[src/rtl/pdm_gate_gen.sv]
module pdm_gate_gen #(
  parameter int BLK_LEN = 16,
  parameter int DW      = 5,
  parameter int TW      = 8
) (
  input  logic          clk,
  input  logic          rst_n,
  input  logic          cyc_strobe,
  input  logic [1:0]    style,
  input  logic [DW-1:0] density,
  input  logic [TW-1:0] pulse_ticks,
  output logic          gate
);
  localparam int PW = $clog2(BLK_LEN);
  localparam logic [PW-1:0] LAST = PW'(BLK_LEN - 1);
  localparam logic [DW-1:0] FULL = DW'(BLK_LEN);

  logic [PW-1:0] pos;
  logic [DW-1:0] dens_q;
  logic [1:0]    style_q;
  logic [TW-1:0] ticks_q;
  logic [TW-1:0] cnt;

  wire           at_start = (pos == '0);
  wire  [DW-1:0] dens_raw = at_start ? density : dens_q;
  wire  [DW-1:0] dens_e   = (dens_raw > FULL) ? FULL : dens_raw;
  wire  [1:0]    style_e  = at_start ? style : style_q;
  wire  [TW-1:0] ticks_e  = at_start ? pulse_ticks : ticks_q;

  function automatic logic slot_on(input int sty, input int n, input int i);
    int half;
    half = BLK_LEN / 2;
    case (sty)
      1:       return ((i + 1) * n / BLK_LEN) != (i * n / BLK_LEN);
      2:       return (i < half) ? (i < (n + 1) / 2) : ((i - half) < n / 2);
      default: return i < n;
    endcase
  endfunction

  logic en;
  always_comb en = slot_on(int'(style_e), int'(dens_e), int'(pos));

  always_ff @(posedge clk or negedge rst_n) begin
    if (!rst_n) begin
      pos     <= '0;
      dens_q  <= '0;
      style_q <= '0;
      ticks_q <= '0;
      cnt     <= '0;
    end else if (cyc_strobe) begin
      pos <= (pos == LAST) ? '0 : pos + 1'b1;
      if (at_start) begin
        dens_q  <= dens_e;
        style_q <= style;
        ticks_q <= pulse_ticks;
      end
      cnt <= en ? ticks_e : '0;
    end else if (cnt != '0) begin
      cnt <= cnt - 1'b1;
    end
  end

  assign gate = (cnt != '0);
endmodule

[config.mk]
export PLATFORM = sky130hd
export DESIGN_NAME = pdm_gate_gen
export DESIGN_NICKNAME = d
export VERILOG_FILES = /design/src/rtl/pdm_gate_gen.sv
export SDC_FILE = /design/constraint.sdc
export NUM_CORES = 1
export LEC_CHECK = 0
export CORE_UTILIZATION = 60
export DETAILED_ROUTE_END_ITERATION = 16
export HOLD_SLACK_MARGIN = 0.06
export PLACE_DENSITY = 0.91
export SLEW_MARGIN = 20
export SYNTH_ARGS = -nofsm -noshare
export SYNTH_HDL_FRONTEND = slang
export SYNTH_SLANG_ARGS = --single-unit
[constraint.sdc]
create_clock -name clk -period 11.6 [get_ports clk]
set_input_delay 2.9 -clock clk [delete_from_list [all_inputs] [get_ports clk]]
set_output_delay 2.9 -clock clk [all_outputs]
set_load 0.01 [all_outputs]
==> results.py <==
metrics = {
    "logic_synthesis": {
        "postSynthCellCount": 349,
        "synth_edf_count": 0,
        "syn_avg_cell_area_sq_um": 8.898,
        "synth.most_common_cell": "ha_1",
        "netlist_area_sq_um": 3105,
        "synth_fp_nets": 426,
        "synth_top_area_cell": "dfrtp_1",
        "synth_seq_cells": 27,
        "ys.flop_type": "dfrtp_1",
        "yosys_warnings": 0,
        "ys_seq_area_share_pct": 21.76,
        "synth_top_area_share_pct": 21.76,
        "synth_cell_types": 43,
        "synthTopCellsByArea": "dfrtp_1, ha_1, fa_1, mux2_2, xnor2_1",
        "synth_top_cells_by_count": "ha_1, inv_1, nand2_1",
        "ys_async_sr_fraction_pct": 100.0,
    },
    "cts": {
        "clk_pin_slew_ns": 0.09,
        "cts_tree": "done",
        "cts.sink_count": 27,
        "insertion_delay_ns": 0.27,
        "postCtsSetupBuffers": 0,
        "cts_made_buffers": 3,
        "htreeDepth": 1,
        "clock-root-buffer": "clkbuf_8",
        "cts_resized": 0,
        "hold_buffers": 0,
        "cts_buffer_depth": 2,
    },
    "setup_path": {
        "start_kind": "input pin",
        "crit_fanout": 8,
        "critical_path.endpoint_type": "flop",
        "cp_data_required_time_ns": 11.73,
        "crit_arrival_ns": 8.14,
        "critPathKind": "in2reg",
    },
    "timing": {
        "skew_ns": 0.003113,
        "drv_slew": 0,
        "fmax_mhz": 124.8,
        "rsz0062_at_grt": "false",
        "setup_viol": 0,
        "fin_crit_sh_pct": 69.07,
        "setup_tns_ns": 0,
        "finalHoldViolations": 0,
        "slew-limit-headroom_pct": 54.54,
        "fin_crit_ns": 8.012,
        "worst_slew_pin_slew_ns": 0.6802,
    },
    "floorplanning": {
        "initial_core_util_pct": 64.05,
        "io_pins": 19,
        "coreArea_sq_um": 4848,
        "row_count": 25,
        "die_h_microns": 73.95,
        "die_x_microns": 73.95,
        "die_area_sq_um": 5468,
    },
    "run": {
        "cap_viol_max_count": 0,
    },
    "routing": {
        "dr.pass1.iters": 4,
        "routed_via_density": 5.903,
        "drtIter0Drc": 232,
        "wirelength_mm": 6.848,
        "drc": 0,
        "wl_per_cell_microns": 15.82,
        "num_vias": 2556,
        "detail-route-antenna-nets": 0,
    },
    "finish": {
        "antenna_cells": 0,
        "drive_gt1_share_pct": 7.923,
        "syn_to_final_growth_pct": 9.508,
        "nets": 444,
        "post-route-util_pct": 70.14,
        "num-fill-cells": 377,
    },
    "place": {
        "port_buffers": 18,
        "gp_congestion": 0.9449,
        "hpwl_mm": 5.501,
    },
    "power": {
        "power_uw": 858.5,
        "power_density_nw_per_um2": 252.5,
        "max-vdd-ir-drop_mv": 0.1457,
        "p_leak_nw": 1.648,
    },
    "global_route": {
        "antenna_found_initial": 0,
        "track_usage_pct": 28.34,
        "grt_overflow_total": 0,
        "grt_pass1_vias": 2589,
        "grt_pass1_wl_mm": 11.75,
        "grt_max_degree": 28,
    },
    "status": {
        "outcome": "finished clean",
    },
    "hold_path": {
        "worstHoldPathType": "reg2reg",
    },
}
## layout by cell type, fill, tap and decap left out, types with 3 or more instances in the layout
| cell type | netlist | layout |
|---|---|---|
| nand4_1 | 4 | 4 |
| nand3_1 | 8 | 8 |
| mux2i_1 | 10 | 10 |
| clkdlybuf4s50_1 | 0 | 18 |
| nand2b_1 | 5 | 5 |
| nor2b_1 | 3 | 3 |
| nor2_1 | 30 | 30 |
| a21oi_1 | 9 | 9 |
| mux2_2 | 18 | 18 |
| dfrtp_1 | 27 | 27 |
| fa_1 | 13 | 13 |
| xnor2_1 | 19 | 19 |
| nand2_1 | 35 | 35 |
| xor2_1 | 6 | 6 |
| o21ai_0 | 16 | 16 |
| o22ai_1 | 6 | 6 |
| or3_1 | 3 | 3 |
| a31oi_1 | 7 | 7 |
| a21o_1 | 4 | 4 |
| ha_1 | 46 | 46 |
| nor3_1 | 7 | 7 |
| inv_1 | 37 | 37 |
| and2_1 | 7 | 7 |
| clkbuf_8 | 0 | 3 |
## final cells by class
type                            count  area [sq um]  share of cell area (%)
Multi-Input combinational cell    277          2258                   66.41
Sequential cell                    27         675.6                   19.87
Timing Repair Buffer               20         195.2                   5.740
Inverter                           38         142.6                   4.194
Tap cell                           67         83.83                   2.465
Clock buffer                        4         45.04                   1.325
## power breakdown
group	switching [mW]	total, mW	internal, mW
clock	0.0292	0.0539	0.0246
combinational	0.340	0.613	0.273
sequential	0.0549	0.191	0.136
## registers in the layout (all words and copies together), names as in the netlist
signal,cells
dens_q,5
pos,4
style_q,2
ticks_q,8
cnt,8
## metal layers
layer	up-vias	track usage, %	share of wire, %
li1	1224	-	-
met1	1248	36.27	44
met2	70	48.08	48
met3	14	5.149	5.4
met4	0	10.04	2.1
met5	-	0	0
## worst max-delay path: stages
cell	delay, ns
clkdlybuf4s50_1	0.49
a21o_1	0.27
nor2_1	0.40
nand2_1	0.12
fa_1	0.50
inv_1	0.05
fa_1	0.50
fa_1	0.50
ha_1	0.38
a2111oi_0	0.56
o31ai_2	0.16
a31oi_1	0.25
xnor2_1	0.17
xnor2_1	0.13
a2111oi_4	0.54
o21ai_0	0.21
## through the flow
stage	worst slack (ns)	std cells	area, sq um	hold slack (ns)
after floorplan	4.483	349	3105	0.4754
after global placement	3.623	429	3356	0.4831
after detailed placement	3.328	429	3356	0.4895
after CTS	3.621	433	3401	0.5107
after global routing	3.331	433	3401	0.5150
final	3.588	433	3401	0.5107
## worst paths after layout
| check | startpoint | endpoint | slack [ns] | cells after the start |
|---|---|---|---|---|
| worst max-delay path | density[4] | cnt[5]$_DFFE_PN0P_ | 3.59 | 16 |
| worst min-delay path | ticks_q[6]$_DFFE_PN0P_ | ticks_q[6]$_DFFE_PN0P_ | 0.51 | 1 |
| worst max register to register | pos[0]$_DFFE_PN0P_ | cnt[5]$_DFFE_PN0P_ | 5.24 | 19 |
| worst min register to register | ticks_q[6]$_DFFE_PN0P_ | ticks_q[6]$_DFFE_PN0P_ | 0.51 | 1 |
| max in group asynchronous | rst_n | style_q[1]$_DFFE_PN0P_ | 8.35 | 2 |
| min in group asynchronous | rst_n | dens_q[4]$_DFFE_PN0P_ | 3.00 | 2 |
## logic make-up (layout without fill, tap and decap cells)
logic type	after synthesis	in the layout	share of synthesized area [%]
simple gates	109	109	16.76
fa+ha+maj	59	59	26.91
compound gates	55	55	11.76
buf+inv	45	62	5.519
mux	29	29	10.23
flops	27	27	21.76
xor+xnor	25	25	7.051
No activity file was read; power rests on OpenSTA's default activity.
